**src/rtl/cfg_hdr_pkg.sv**
```systemverilog
`timescale 1ns/1ps
package cfg_hdr_pkg;
  localparam int unsigned DW       = 32;
  localparam int unsigned IDX_W    = 4;
  localparam int unsigned NUM_BARS = 3;
  localparam int unsigned NUM_ERR  = 3;

  localparam logic [IDX_W-1:0] IDX_ID     = 4'h0;
  localparam logic [IDX_W-1:0] IDX_CMDSTS = 4'h1;
  localparam logic [IDX_W-1:0] IDX_CLASS  = 4'h2;
  localparam logic [IDX_W-1:0] IDX_MISC   = 4'h3;
  localparam logic [IDX_W-1:0] IDX_BAR0   = 4'h4;
  localparam logic [IDX_W-1:0] IDX_SUBSYS = 4'hB;
  localparam logic [IDX_W-1:0] IDX_CAP    = 4'hD;
  localparam logic [IDX_W-1:0] IDX_INTR   = 4'hF;

  // writable command bits: io, mem, master, parity resp, serr
  localparam logic [15:0] CMD_WMASK = 16'h0147;
  localparam int unsigned CMD_IO    = 0;
  localparam int unsigned CMD_MEM   = 1;
  localparam int unsigned CMD_BM    = 2;
  localparam int unsigned CMD_PERR  = 6;
  localparam int unsigned CMD_SERR  = 8;

  localparam int unsigned STS_CAP = 4;
  // error flag positions in status half: perr, serr, target abort
  localparam int unsigned STS_ERR_POS [NUM_ERR] = '{15, 14, 11};

  function automatic logic [DW-1:0] be_merge(input logic [DW-1:0] cur,
                                             input logic [DW-1:0] wdat,
                                             input logic [DW/8-1:0] be);
    logic [DW-1:0] r;
    for (int k = 0; k < DW/8; k++) r[8*k +: 8] = be[k] ? wdat[8*k +: 8] : cur[8*k +: 8];
    return r;
  endfunction
endpackage

```
**src/rtl/cfg_bar.sv**
```systemverilog
`timescale 1ns/1ps
module cfg_bar
  import cfg_hdr_pkg::*;
#(
  parameter int unsigned SIZE_LOG2 = 12,
  parameter bit          IS_IO     = 1'b0,
  parameter bit          ENABLE    = 1'b1
) (
  input  logic          clk_i,
  input  logic          rst_ni,
  input  logic          wr_i,
  input  logic [3:0]    be_i,
  input  logic [DW-1:0] data_i,
  output logic [DW-1:0] rd_o,
  output logic [DW-1:0] base_o,
  output logic [DW-1:0] mask_o
);
  localparam logic [DW-1:0] ADDR_MASK = ENABLE ? ~((32'd1 << SIZE_LOG2) - 32'd1) : '0;
  localparam logic [DW-1:0] TYPE_BITS = (ENABLE && IS_IO) ? 32'd1 : 32'd0;

  logic [DW-1:0] bar_q;

  always_ff @(posedge clk_i or negedge rst_ni) begin
    if (!rst_ni)   bar_q <= '0;
    else if (wr_i) bar_q <= be_merge(bar_q, data_i, be_i) & ADDR_MASK;
  end

  assign rd_o   = bar_q | TYPE_BITS;
  assign base_o = bar_q;
  assign mask_o = ADDR_MASK;
endmodule

```
**src/rtl/cfg_cmd_status.sv**
```systemverilog
`timescale 1ns/1ps
module cfg_cmd_status
  import cfg_hdr_pkg::*;
#(
  parameter bit CAP_PRESENT = 1'b1
) (
  input  logic               clk_i,
  input  logic               rst_ni,
  input  logic               cmd_wr_i,
  input  logic [1:0]         cmd_be_i,
  input  logic [15:0]        cmd_data_i,
  input  logic [NUM_ERR-1:0] err_clr_i,
  input  logic [NUM_ERR-1:0] err_set_i,
  output logic [15:0]        cmd_o,
  output logic [15:0]        sts_o
);
  logic [15:0]        cmd_q;
  logic [DW-1:0]      cmd_m;
  logic [NUM_ERR-1:0] err_q;

  assign cmd_m = be_merge({16'h0, cmd_q}, {16'h0, cmd_data_i}, {2'b00, cmd_be_i});

  always_ff @(posedge clk_i or negedge rst_ni) begin
    if (!rst_ni)       cmd_q <= '0;
    else if (cmd_wr_i) cmd_q <= cmd_m[15:0] & CMD_WMASK;
  end

  for (genvar e = 0; e < NUM_ERR; e++) begin : g_err
    // event wins over a simultaneous clear
    always_ff @(posedge clk_i or negedge rst_ni) begin
      if (!rst_ni)           err_q[e] <= 1'b0;
      else if (err_set_i[e]) err_q[e] <= 1'b1;
      else if (err_clr_i[e]) err_q[e] <= 1'b0;
    end
  end

  always_comb begin
    sts_o = '0;
    sts_o[STS_CAP] = CAP_PRESENT;
    for (int e = 0; e < NUM_ERR; e++) sts_o[STS_ERR_POS[e]] = err_q[e];
  end

  assign cmd_o = cmd_q;
endmodule

```
**src/rtl/cfg_hdr_regs.sv**
```systemverilog
`timescale 1ns/1ps
module cfg_hdr_regs
  import cfg_hdr_pkg::*;
#(
  parameter logic [15:0] VENDOR_ID  = 16'h1A2B,
  parameter logic [15:0] DEVICE_ID  = 16'h0C41,
  parameter logic [7:0]  REV_ID     = 8'h03,
  parameter logic [23:0] CLASS_CODE = 24'h118000,
  parameter logic [15:0] SUBSYS_VID = 16'h1A2B,
  parameter logic [15:0] SUBSYS_ID  = 16'h0007,
  parameter logic [7:0]  CAP_PTR    = 8'h40,
  parameter logic [7:0]  INT_PIN    = 8'h01,
  parameter logic [7:0]  MIN_GNT    = 8'h02,
  parameter logic [7:0]  MAX_LAT    = 8'h08,
  // per BAR: log2 of size (4..31), I/O type, implemented
  parameter logic [NUM_BARS*5-1:0] BAR_LOG2 = {5'd31, 5'd4, 5'd12},
  parameter logic [NUM_BARS-1:0]   BAR_IO   = 3'b010,
  parameter logic [NUM_BARS-1:0]   BAR_EN   = 3'b111
) (
  input  logic                   clk_i,
  input  logic                   rst_ni,
  input  logic [IDX_W-1:0]       acc_idx_i,
  input  logic                   wr_en_i,
  input  logic [3:0]             wr_be_i,
  input  logic [DW-1:0]          wr_data_i,
  output logic [DW-1:0]          rd_data_o,
  input  logic                   evt_perr_i,
  input  logic                   evt_serr_i,
  input  logic                   evt_tabort_i,
  output logic                   io_en_o,
  output logic                   mem_en_o,
  output logic                   bus_master_o,
  output logic                   perr_resp_o,
  output logic                   serr_en_o,
  output logic [NUM_BARS*DW-1:0] bar_base_o,
  output logic [NUM_BARS*DW-1:0] bar_mask_o
);
  logic [15:0]        cmd_w, sts_w;
  logic [NUM_ERR-1:0] err_clr, err_set;
  logic [DW-1:0]      bar_rd [NUM_BARS];
  logic [7:0]         lat_q, int_line_q;
  logic               cmd_wr;

  assign cmd_wr  = wr_en_i && (acc_idx_i == IDX_CMDSTS);
  assign err_set = {evt_tabort_i, evt_serr_i, evt_perr_i};

  always_comb begin
    for (int e = 0; e < NUM_ERR; e++)
      err_clr[e] = cmd_wr && wr_be_i[3] && wr_data_i[16 + STS_ERR_POS[e]];
  end

  cfg_cmd_status #(.CAP_PRESENT(CAP_PTR != 8'h00)) u_cmd_sts (
    .clk_i      (clk_i),
    .rst_ni     (rst_ni),
    .cmd_wr_i   (cmd_wr),
    .cmd_be_i   (wr_be_i[1:0]),
    .cmd_data_i (wr_data_i[15:0]),
    .err_clr_i  (err_clr),
    .err_set_i  (err_set),
    .cmd_o      (cmd_w),
    .sts_o      (sts_w)
  );

  for (genvar g = 0; g < NUM_BARS; g++) begin : g_bar
    localparam logic [IDX_W-1:0] BIDX = IDX_BAR0 + 4'(g);
    cfg_bar #(
      .SIZE_LOG2 (int'(BAR_LOG2[g*5 +: 5])),
      .IS_IO     (BAR_IO[g]),
      .ENABLE    (BAR_EN[g])
    ) u_bar (
      .clk_i  (clk_i),
      .rst_ni (rst_ni),
      .wr_i   (wr_en_i && (acc_idx_i == BIDX)),
      .be_i   (wr_be_i),
      .data_i (wr_data_i),
      .rd_o   (bar_rd[g]),
      .base_o (bar_base_o[g*DW +: DW]),
      .mask_o (bar_mask_o[g*DW +: DW])
    );
  end

  always_ff @(posedge clk_i or negedge rst_ni) begin
    if (!rst_ni) begin
      lat_q      <= '0;
      int_line_q <= '0;
    end else if (wr_en_i) begin
      if (acc_idx_i == IDX_MISC && wr_be_i[1]) lat_q      <= wr_data_i[15:8];
      if (acc_idx_i == IDX_INTR && wr_be_i[0]) int_line_q <= wr_data_i[7:0];
    end
  end

  always_comb begin
    rd_data_o = '0;
    unique case (acc_idx_i)
      IDX_ID:     rd_data_o = {DEVICE_ID, VENDOR_ID};
      IDX_CMDSTS: rd_data_o = {sts_w, cmd_w};
      IDX_CLASS:  rd_data_o = {CLASS_CODE, REV_ID};
      IDX_MISC:   rd_data_o = {16'h0000, lat_q, 8'h00};
      IDX_SUBSYS: rd_data_o = {SUBSYS_ID, SUBSYS_VID};
      IDX_CAP:    rd_data_o = {24'h0, CAP_PTR};
      IDX_INTR:   rd_data_o = {MAX_LAT, MIN_GNT, INT_PIN, int_line_q};
      default:    rd_data_o = '0;
    endcase
    for (int b = 0; b < NUM_BARS; b++)
      if (acc_idx_i == IDX_BAR0 + 4'(b)) rd_data_o = bar_rd[b];
  end

  assign io_en_o      = cmd_w[CMD_IO];
  assign mem_en_o     = cmd_w[CMD_MEM];
  assign bus_master_o = cmd_w[CMD_BM];
  assign perr_resp_o  = cmd_w[CMD_PERR];
  assign serr_en_o    = cmd_w[CMD_SERR];
endmodule

```
**config.mk**
```make
export PLATFORM = sky130hd
export DESIGN_NAME = cfg_hdr_regs
export DESIGN_NICKNAME = d
export VERILOG_FILES = /design/src/rtl/cfg_hdr_pkg.sv /design/src/rtl/cfg_bar.sv /design/src/rtl/cfg_cmd_status.sv /design/src/rtl/cfg_hdr_regs.sv
export SDC_FILE = /design/constraint.sdc
export NUM_CORES = 1
export LEC_CHECK = 0
export BUFFER_PORTS_ARGS = -buffer_cell sky130_fd_sc_hd__buf_4
export CORE_ASPECT_RATIO = 0.5
export CORE_MARGIN = 2
export CORE_UTILIZATION = 45
export DETAILED_ROUTE_END_ITERATION = 8
export GPL_TIMING_DRIVEN = 0
export PLACE_DENSITY = 0.82
export SLEW_MARGIN = 20
export SYNTH_ARGS = -nofsm -noshare
export SYNTH_HDL_FRONTEND = slang
export SYNTH_SLANG_ARGS = --single-unit
```
**constraint.sdc**
```tcl
create_clock -name clk_i -period 1.35 [get_ports clk_i]
set_input_delay 0.135 -clock clk_i [delete_from_list [all_inputs] [get_ports clk_i]]
set_output_delay 0.135 -clock clk_i [all_outputs]
set_load 0.05 [all_outputs]
```
==> summary.txt <==
Cells and area
  • Layout cell share with drive strength beyond 1: 66.0%
  • ANT cells: 0
  • Cell Count, Final, Fillers Out: 919
  • Finished Core Util: 76.3%
  • Multi-input gate area: 2890 sq um
  • Synth-to-layout area growth: 65.3%
  • Nets: 820
  • # fillers: 594
  • Sequential cell area: 1850 sq um

Timing
  • Worst rel slew slack: 51.0%
  • Slew Limit Fails: 0
  • Worst slew pin tran: 0.729 ns
  • Hold Violations, Final: 0
  • Skew final: 0 ns
  • Minimum clock period: 1.64 ns
  • Setup TNS: -4.44 ns
  • Final Cycle Share: 121%
  • Setup-failing EPs final: 31
  • Fmax: 0.611 GHz
  • Hold WS: 0.0131 ns
  • Final worst slack: -0.286 ns
  • RSZ-0062 raised after global routing: yes

Critical path
  • Crit path from: g_bar[1].u_bar.base_o[30]
  • Critical Path AT: 1.50 ns
  • CP Cell Sequence: mux2i_1, nor2_1, a31oi_1, nor2_4, buf_4
  • CP required: 1.22 ns
  • R2r setup slk: 0.32 ns
  • Crit-path max FO: 3
  • FF-to-FF Start: g_bar[0].u_bar.base_o[16]
  • Critical Path End Type: output pin
  • CP top delay family: flip-flops
  • Critical path type: flop to output pin
  • Worst-path cell with the longest stage delay: dfrtp_1
  • Critical path launch point type: flop
  • WP buf/inv: 1
  • Critical Path Max Stage Delay: 0.40 ns

Yosys
  • Ys async rst share: 100%
  • Number of flops mapped to enable cells by yosys: 0
  • Primary FF master, synth: dfrtp_1
  • Ys Warns: 0
  • Seq/Total Area, Yosys: 38.7%
  • Syn_area_per_cell: 10.3 sq um
  • Cell taking the most area after synthesis: dfrtp_1
  • Gate Count Post-Synth: 459
  • Top-count cell post-synth: buf_4
  • Mapped Area: 4720 sq um
  • Count of cell types in the netlist: 46
  • Top cell type's share of synthesized area: 38.7%
  • Most instantiated cells after synthesis: buf_4, dfrtp_1, mux2_2, o21ai_0, nand2_1
  • Flops & latches, synth: 73
  • Largest cells by area after synthesis: dfrtp_1, buf_4, mux2_2

Pwr
  • Power share of the clock group: 23.6%
  • Switching Share: 43.7%
  • Power per cell area: 1320 nW/um^2
  • Reg power frac: 28.9%
  • Net Sw Power: 4500 uW
  • Final Total Pwr: 10300 uW
  • P_leak: 0.00399 uW
  • VDD IR-drop max: 0.992 mV
  • Comb power frac: 47.4%
  • Internal power: 5800 uW

Place
  • Hpwl dp: 9970 um
  • Post-Place Cells: 871
  • RePlAce Congestion: 0.833
  • IO buf count: 131

Clock tree
  • H-tree depth: 3
  • CTS tree: yes
  • Clk sink count: 73
  • CTS max path bufs: 2
  • Clock transition at path regs: 0.07 ns
  • Clk Latency, worst-skew pair: 0.34 ns
  • CTS buffer count: 9
  • CTS root buffer: clkbuf_16

Status
  • Failing checks: setup timing
  • Outcome: finished, violations left

Die
  • Chip Width: 149 um
  • Die H: 76.4 um
  • Die outline area: 11400 sq um
  • Io pins: 275
  • CORE AREA: 10200 sq um
  • # rows: 26
  • Initial Utilization: 46.2%

Drt
  • Routed Antenna Nets: 0
  • Starting DRT DRC Count: 512
  • Mean routed wirelength per cell: 18.0 um
  • Drt pass-1 iters: 5
  • Post-Route WL: 16500 um
  • Vias per cell: 4.82
  • Vias: 4432
  • DR DRC count: 0

GRT
  • Vias in the first global route: 4047
  • Initial antenna violation count: 0
  • Total grt overflow: 0
  • Total GRT Usage: 25.0%
  • First-pass GRT wire length: 22000 um
  • Largest net degree at the start of global routing: 74

Hold path
  • Worst min path class: primary input to flop
  • Worst Min Path Start: wr_data_i[3]

Run
  • MaxCap Viol Count: 0
-- cell families after synthesis --
kind of cell	Yosys count	synth area share [%]
flops	73	38.7
simple gates	79	9.58
mux	79	18.7
other cells	2	0.159
buf+inv	162	24.6
compound gates	64	8.20
-- worst register-to-register path: cells and delay by family (launching register included) --
kind                   cells  cell delay (ns)
DFF                        1             0.40
muxes                      1             0.26
buffers and inverters      2             0.26
-- timing repair --
item	CTS	global route
pin swaps	15	10
endpoints found under the setup margin	83	81
buffers inserted	21	10
hold buffers	4	0
resized for setup	80	43
gates cloned	0	0
hold endpoints to repair	76	0
-- path summary, 6_finish.rpt --
| kind | end | cells after the start |
|---|---|---|
| setup / recovery | rd_data_o[30] | 5 |
| hold / removal | int_line_q[3] | 2 |
| setup reg to reg | g_bar[0].u_bar.base_o[16] | 3 |
| hold reg to reg | lat_q[2] | 1 |
| max in group asynchronous | g_bar[1].u_bar.base_o[24] | 2 |
| min in group asynchronous | lat_q[4] | 2 |
-- power groups by stage --
stage          registers, uW  clock network (uW)  logic [uW]
4_1_cts                 2940                2390        4600
3_5_place_dp            2970                   0        4330
2_1_floorplan           4040                   0        2240
6_report                2980                2440        4880
5_1_grt                 3020                2530        5040
3_3_place_gp            2960                   0        4280
-- layout by cell type (no fill, tap or decap), types with 4 or more instances in the layout --
| master | instances |
|---|---|
| dlygate4sd3_1 | 4 |
| a21oi_4 | 7 |
| mux2_2 | 40 |
| o21ai_0 | 7 |
| conb_1 | 143 |
| mux2i_2 | 4 |
| nor2_1 | 4 |
| buf_4 | 283 |
| mux2_4 | 32 |
| nor2_2 | 5 |
| and2_4 | 4 |
| nand2_2 | 4 |
| a21oi_2 | 7 |
| nor2_4 | 14 |
| buf_8 | 4 |
| buf_6 | 23 |
| nand2_1 | 19 |
| o21ai_2 | 10 |
| dfrtp_2 | 22 |
| o21ai_1 | 6 |
| dfrtp_1 | 51 |
| clkbuf_16 | 9 |
-- per-stage QoR --
step / worst slack, ns / cell area, sq um
2_1_floorplan: -0.210 / 5670
3_3_place_gp: -0.476 / 6830
3_5_place_dp: -0.489 / 6830
4_1_cts: -0.259 / 7550
5_1_grt: -0.352 / 7800
6_report: -0.286 / 7800
-- state kept, by name (all words and copies together), names as in the netlist --
signal,cells
g_bar.u_bar.base_o,49
int_line_q,8
lat_q,8
u_cmd_sts.cmd_o,5
u_cmd_sts.sts_o,3
-- area by class of cell --
| type | count | share of cell area [%] |
|---|---|---|
| repair buffers | 166 | 17.5 |
| flip-flops and latches | 73 | 23.8 |
| clock buffers | 13 | 3.21 |
| multi-input cells | 365 | 37.1 |
| clock inverters | 3 | 0.514 |
| well taps | 140 | 2.25 |
| inverters | 4 | 0.241 |
| plain buffers | 155 | 15.4 |
-- per-layer routing --
layer	vias up	routed length (um)	track usage, %
met5	-	0	0
met4	0	974	11.6
met3	91	1470	6.89
met2	312	8250	43.1
met1	2122	5810	29.1
li1	1907	-	-
(Power assumes the default switching activity.)
